<file path="config.mk">
export PLATFORM = sky130hd
export DESIGN_NAME = idx_ea_unit
export DESIGN_NICKNAME = d
export VERILOG_FILES = /design/src/rtl/idx_ea_unit.sv
export SDC_FILE = /design/constraint.sdc
export NUM_CORES = 1
export LEC_CHECK = 0
export BUFFER_PORTS_ARGS = -buffer_cell sky130_fd_sc_hd__buf_2
export CORE_MARGIN = 1.5
export CORE_UTILIZATION = 25
export DETAILED_ROUTE_END_ITERATION = 7
export PLACE_DENSITY = 0.41
export SYNTH_ARGS = -nofsm -noshare
export SYNTH_HDL_FRONTEND = slang
export SYNTH_SLANG_ARGS = --single-unit
</file>
<file path="constraint.sdc">
create_clock -name clk -period 8.1 [get_ports clk]
set_clock_uncertainty 0.2 [all_clocks]
set_input_delay 0 -clock clk [delete_from_list [all_inputs] [get_ports clk]]
set_output_delay 0 -clock clk [all_outputs]
set_load 0.02 [all_outputs]
</file>
<file path="src/rtl/idx_ea_unit.sv">
module idx_ea_unit #(
  parameter int AW = 16
) (
  input  logic          clk,
  input  logic          rst_n,
  input  logic          start,
  input  logic [7:0]    postbyte,
  input  logic [AW-1:0] ptr_x,
  input  logic [AW-1:0] ptr_y,
  input  logic [AW-1:0] ptr_u,
  input  logic [AW-1:0] ptr_s,
  input  logic [AW-1:0] pc_in,
  input  logic [7:0]    acc_a,
  input  logic [7:0]    acc_b,
  output logic          rd_req,
  output logic [AW-1:0] rd_addr,
  input  logic          rd_valid,
  input  logic [7:0]    rd_data,
  output logic          busy,
  output logic          done,
  output logic [AW-1:0] ea,
  output logic          illegal,
  output logic          wb_en,
  output logic [1:0]    wb_sel,
  output logic [AW-1:0] wb_value
);

  typedef enum logic [2:0] {S_IDLE, S_FETCH, S_EVAL, S_IND, S_FIN} st_t;

  function automatic logic [1:0] off_len(input logic [7:0] p);
    if (p == 8'h9F) return 2'd2;
    if (!p[7]) return 2'd0;
    case (p[3:0])
      4'b1000, 4'b1100: return 2'd1;
      4'b1001, 4'b1101: return 2'd2;
      default:          return 2'd0;
    endcase
  endfunction

  function automatic logic code_bad(input logic [7:0] p);
    if (!p[7]) return 1'b0;
    case (p[3:0])
      4'b0000, 4'b0010: return p[4];
      4'b0001, 4'b0011, 4'b0100, 4'b0101, 4'b0110,
      4'b1000, 4'b1001, 4'b1011, 4'b1100, 4'b1101: return 1'b0;
      4'b1111: return p != 8'h9F;
      default: return 1'b1;
    endcase
  endfunction

  st_t           state;
  logic [7:0]    pb_q;
  logic [AW-1:0] base_q, pc_q, ptr_q, off_q, ea_q, wbv_q;
  logic [7:0]    a_q, b_q;
  logic [1:0]    cnt_q;
  logic          ill_q, wb_q;

  logic [3:0]    nib;
  logic [1:0]    len;
  logic          ind;
  logic [AW-1:0] off_ext, calc, step, wb_next, sel_ptr;

  assign nib     = pb_q[3:0];
  assign len     = off_len(pb_q);
  assign ind     = pb_q[7] & pb_q[4];
  assign off_ext = (len == 2'd1) ? {{(AW-8){off_q[7]}}, off_q[7:0]} : off_q;
  assign step    = nib[0] ? AW'(2) : AW'(1);
  assign wb_next = nib[1] ? base_q - step : base_q + step;

  always_comb begin
    case (postbyte[6:5])
      2'b00:   sel_ptr = ptr_x;
      2'b01:   sel_ptr = ptr_y;
      2'b10:   sel_ptr = ptr_u;
      default: sel_ptr = ptr_s;
    endcase
  end

  always_comb begin
    calc = base_q;
    if (!pb_q[7]) calc = base_q + {{(AW-5){pb_q[4]}}, pb_q[4:0]};
    else begin
      case (nib)
        4'b0010: calc = base_q - AW'(1);
        4'b0011: calc = base_q - AW'(2);
        4'b0101: calc = base_q + {{(AW-8){b_q[7]}}, b_q};
        4'b0110: calc = base_q + {{(AW-8){a_q[7]}}, a_q};
        4'b1011: calc = base_q + {{(AW-16){1'b0}}, a_q, b_q};
        4'b1000, 4'b1001: calc = base_q + off_ext;
        4'b1100, 4'b1101: calc = pc_q + AW'(len) + off_ext;
        4'b1111: calc = off_q;
        default: calc = base_q;
      endcase
    end
  end

  assign rd_req   = (state == S_FETCH) || (state == S_IND);
  assign rd_addr  = ((state == S_FETCH) ? pc_q : ptr_q) + AW'(cnt_q);
  assign busy     = state != S_IDLE;
  assign done     = state == S_FIN;
  assign ea       = ea_q;
  assign illegal  = done & ill_q;
  assign wb_en    = done & wb_q;
  assign wb_sel   = pb_q[6:5];
  assign wb_value = wbv_q;

  always_ff @(posedge clk or negedge rst_n) begin
    if (!rst_n) begin
      state  <= S_IDLE;
      pb_q   <= '0;
      base_q <= '0;
      pc_q   <= '0;
      ptr_q  <= '0;
      off_q  <= '0;
      ea_q   <= '0;
      wbv_q  <= '0;
      a_q    <= '0;
      b_q    <= '0;
      cnt_q  <= '0;
      ill_q  <= 1'b0;
      wb_q   <= 1'b0;
    end else begin
      case (state)
        S_IDLE: if (start) begin
          pb_q   <= postbyte;
          base_q <= sel_ptr;
          pc_q   <= pc_in;
          a_q    <= acc_a;
          b_q    <= acc_b;
          cnt_q  <= '0;
          off_q  <= '0;
          ea_q   <= '0;
          wb_q   <= 1'b0;
          ill_q  <= code_bad(postbyte);
          if (code_bad(postbyte))           state <= S_FIN;
          else if (off_len(postbyte) != 0)  state <= S_FETCH;
          else                              state <= S_EVAL;
        end
        S_FETCH: if (rd_valid) begin
          off_q <= {off_q[AW-9:0], rd_data};
          if (cnt_q == len - 2'd1) begin
            cnt_q <= '0;
            state <= S_EVAL;
          end else cnt_q <= cnt_q + 2'd1;
        end
        S_EVAL: begin
          wb_q  <= pb_q[7] && (nib[3:2] == 2'b00);
          wbv_q <= wb_next;
          cnt_q <= '0;
          if (ind) begin
            ptr_q <= calc;
            state <= S_IND;
          end else begin
            ea_q  <= calc;
            state <= S_FIN;
          end
        end
        S_IND: if (rd_valid) begin
          ea_q <= {ea_q[AW-9:0], rd_data};
          if (cnt_q == 2'd1) state <= S_FIN;
          else cnt_q <= cnt_q + 2'd1;
        end
        default: state <= S_IDLE;
      endcase
    end
  end

  a_r10_rd_hold: assert property (@(posedge clk) disable iff (!rst_n)
    rd_req && !rd_valid |=> rd_req && $stable(rd_addr));
  a_r10_done_pulse: assert property (@(posedge clk) disable iff (!rst_n)
    done |=> !done);
  a_r9_no_wb_on_bad: assert property (@(posedge clk) disable iff (!rst_n)
    illegal |-> !wb_en);
  a_r9_bad_finishes: assert property (@(posedge clk) disable iff (!rst_n)
    start && !busy && code_bad(postbyte) |=> done && illegal);
  a_r1_short_no_read: assert property (@(posedge clk) disable iff (!rst_n)
    start && !busy && !postbyte[7] |=> !rd_req);
  a_r4_wb_auto_only: assert property (@(posedge clk) disable iff (!rst_n)
    wb_en |-> pb_q[7] && pb_q[3:2] == 2'b00);

endmodule

</file>
==> results.tsv <==
metric	value	unit
status	finished, final reports clean	
Initial DRC Count	685	
R2R depth	18	
synthesized flop and latch total	127	
peak supply drop	138	µV
CTS tree	yes	
final hold vios	0	
YS warnings	0	
share of cells above drive strength 1	17.0	%
vias in the first global route	9879	
post-synthesis cell count	1213	
first-pass GRT wire length	61600	µm
# nets final	1638	
Sink Count	127	
Num CTS Buffers	17	
pwr/cell area	480	mW/mm²
GR Overflow Total	0	
R2R setup slack	2.47	ns
Synth Area per Inst	8.33	µm²
Largest stage delay, worst path	0.84	ns
Leak	5.91	nW
DR DRC count	0	
GR peak layer	met2	
setup violators final	0	
GR Util met2	32.1	%
Post-synth EDFFs	0	
routed via count	10000	
die height	204	µm
critical path capture point type	flop	
CP max stage cell	nor2_1	
Fillers	4319	
startpoint types	flop	
Via-to-Cell Ratio	5.08	
Initial Util	25.4	%
Final WS setup	2.47	ns
die area	0.0416	mm²
Seq pwr share	22.7	%
CP startpoint	pb_q[1]	
CP most frequent cell	o21ai_0	
port bufs	170	
Slew headroom	28.9	%
Clk Latency, worst-skew pair	0.45	ns
drt first pass iters	5	
reg-to-reg critical path endpoint	ptr_q[15]	
# diodes	0	
Core Util, Final	32.6	%
prevailing post-synth register cell	dfrtp_1	
reg2reg start	pb_q[1]	
met1 Track Usage GR	27.5	%
Cell Area, Synth	0.0101	mm²
Root Buffer	clkbuf_16	
DP HPWL	31300	µm
# H-tree levels	4	
ys async rst share	100	%
Seq/Total Area, Yosys	31.5	%
Crit Path Max Fanout	30	
Place WS	2.54	ns
WP data arrival	5.73	ns
Least-Margin Pin Slew	1.06	ns
Fmax achieved	0.178	GHz
routability cong.	0.866	
Slew Limit Fails	0	
RSZ-0062 raised after global routing	false	
Hold/Removal Path Class	input port to flop	
Routed wire per std cell	20.7	µm
largest net degree at the start of global routing	66	
global-route usage over all layers	20.0	%
core area	0.0398	mm²
crit share post-route	69.5	%
maxcap violations	0	
critical setup path kind	flop to flop	
Clock transition at path regs	0.06	ns
crit path time final	5.63	ns
Longest Clk Path Bufs	2	
worst path cell trace	buf_4, nand2_1, nor2_1, a32oi_1, ha_1, nand2_1, o21ai_0, a221o_1, ha_1, a21oi_1, a21boi_0, a311oi_1, o21ai_0, a21o_1, a21oi_1, o31ai_1, nor2_1, o21ai_0	
WHS	0.0779	ns
post-synth cell types	68	
Worst EP required	8.20	ns
DP Cell Count	1857	
CP Capture Point	ptr_q[15]	
Comb pwr share	63.6	%
internal power	2.94	mW
Sum Neg Setup Slack	0	ns
die width	204	µm
num rows	73	
DRT antenna net count	0	
Sw Share	52.8	%
Area Overhead vs Synth	28.5	%
I/O pins	171	
met3 usage	3.56	%
antenna violations before repair	2	
Syn Nets	1414	
Routed WL	40800	µm
final non-filler cell total	1975	
Net Switching	3.29	mW
clock group share of total power	13.7	%
cells in the mapped netlist, types with 7 or more instances:
| library cell | instances | area, µm² |
|---|---|---|
| a31oi_1 | 18 | 113 |
| nand3_1 | 40 | 200 |
| nand2_1 | 250 | 938 |
| o21a_1 | 11 | 82.6 |
| and3_1 | 11 | 68.8 |
| a222oi_1 | 7 | 70.1 |
| mux4_2 | 16 | 360 |
| xnor2_1 | 42 | 368 |
| dfrtp_1 | 127 | 3180 |
| a211oi_1 | 16 | 120 |
| o31ai_1 | 8 | 60.1 |
| nor4_1 | 10 | 62.6 |
| nor2_1 | 75 | 282 |
| a221oi_1 | 9 | 78.8 |
| nand2b_1 | 15 | 93.8 |
| a221o_1 | 11 | 110 |
| nor3_1 | 24 | 120 |
| ha_1 | 78 | 976 |
| mux2i_1 | 18 | 180 |
| a22o_1 | 7 | 61.3 |
| clkbuf_1 | 54 | 203 |
| fa_1 | 7 | 140 |
| inv_1 | 33 | 124 |
| a21o_1 | 18 | 135 |
| o211ai_1 | 7 | 52.6 |
| o21ai_0 | 102 | 510 |
| a21oi_1 | 61 | 305 |
| xor2_1 | 28 | 245 |
| o22ai_1 | 7 | 43.8 |
| nor2b_1 | 8 | 50.1 |
critical path, delay by kind of cell, from the launching register on:
family          cells  cell delay, ns
buf+inv             1            0.32
compound gates     11            2.44
simple gates        4            1.45
flops               1            0.32
fa+ha+maj           2            0.75
state kept, by name, summed over array words and instances, names as in the netlist:
name	count
a_q	8
b_q	8
base_q	16
cnt_q	2
ea	16
ill_q	1
off_q	16
pb_q	8
pc_q	16
ptr_q	16
state	3
wb_q	1
wb_value	16
how the worst min path moves through the flow:
stage / from / endpoint / depth (start not counted)
4_1_cts: acc_a[3] / a_q[3] / 4
3_5_place_dp: rst_n / cnt_q[1] / 1
2_1_floorplan: rst_n / a_q[0] / 0
6_report: pc_in[8] / pc_q[8] / 4
3_3_place_gp: rst_n / cnt_q[1] / 1
5_1_grt: pc_in[5] / pc_q[5] / 4
stage by stage:
stage / power, mW / area, µm²
floorplan: 3.94 / 10100
detailed placement: 5.32 / 11500
CTS: 6.25 / 13000
global placement: 5.34 / 11500
finish: 6.23 / 13000
global route: 6.74 / 13000
cells in the final DEF (no fill, tap or decap), drive strengths merged, types with 8 or more instances in the layout:
| master | n |
|---|---|
| a211oi | 16 |
| a21o | 18 |
| a21oi | 61 |
| a221o | 11 |
| a221oi | 9 |
| a31oi | 18 |
| and3 | 11 |
| buf | 183 |
| clkbuf | 20 |
| dfrtp | 127 |
| dlygate4sd3 | 85 |
| ha | 78 |
| inv | 36 |
| mux2i | 18 |
| mux4 | 16 |
| nand2 | 250 |
| nand2b | 15 |
| nand3 | 40 |
| nor2 | 75 |
| nor2b | 9 |
| nor3 | 24 |
| nor4 | 12 |
| o21a | 11 |
| o21ai | 102 |
| o31ai | 8 |
| xnor2 | 42 |
| xor2 | 28 |
timing repair:
action	in CTS	in global routing
resized for setup	0	0
endpoints found under the setup margin	0	0
endpoints found under the hold margin	140	0
buffers inserted	0	0
hold buffers	86	0
power by group through the flow:
stage                     registers, mW  logic (mW)  clock network (mW)
after floorplan                    1.24        2.69                   0
after detailed placement           1.42        3.90                   0
after CTS                          1.41        3.97               0.869
after global routing               1.45        4.40               0.901
after global placement             1.42        3.92                   0
final                              1.41        3.97               0.853
logic make-up (layout without fill, tap and decap cells):
| family | count (synthesis) | count (layout) | synth area share (%) |
|---|---|---|---|
| mux | 36 | 36 | 5.57 |
| fa+ha+maj | 85 | 85 | 11.0 |
| flops | 127 | 127 | 31.5 |
| compound gates | 336 | 336 | 21.9 |
| xor+xnor | 70 | 70 | 6.07 |
| simple gates | 463 | 463 | 20.3 |
| buf+inv | 96 | 333 | 3.71 |
layer usage:
layer / vias up / share of wire (%)
met2: 281 / 46
met3: 41 / 4.9
li1: 4858 / -
met1: 4846 / 48
met5: - / 0.032
met4: 2 / 1.7
layout make-up:
type	instances	area, µm²	share of cell area [%]
tap	525	657	5.06
clock buffer	20	447	3.44
inverter	33	124	0.954
multi-input combinational	990	6570	50.6
timing repair buffer	268	1830	14.1
sequential	127	3180	24.5
clock inverter	12	183	1.41
Power figures use the tool's default switching activity.
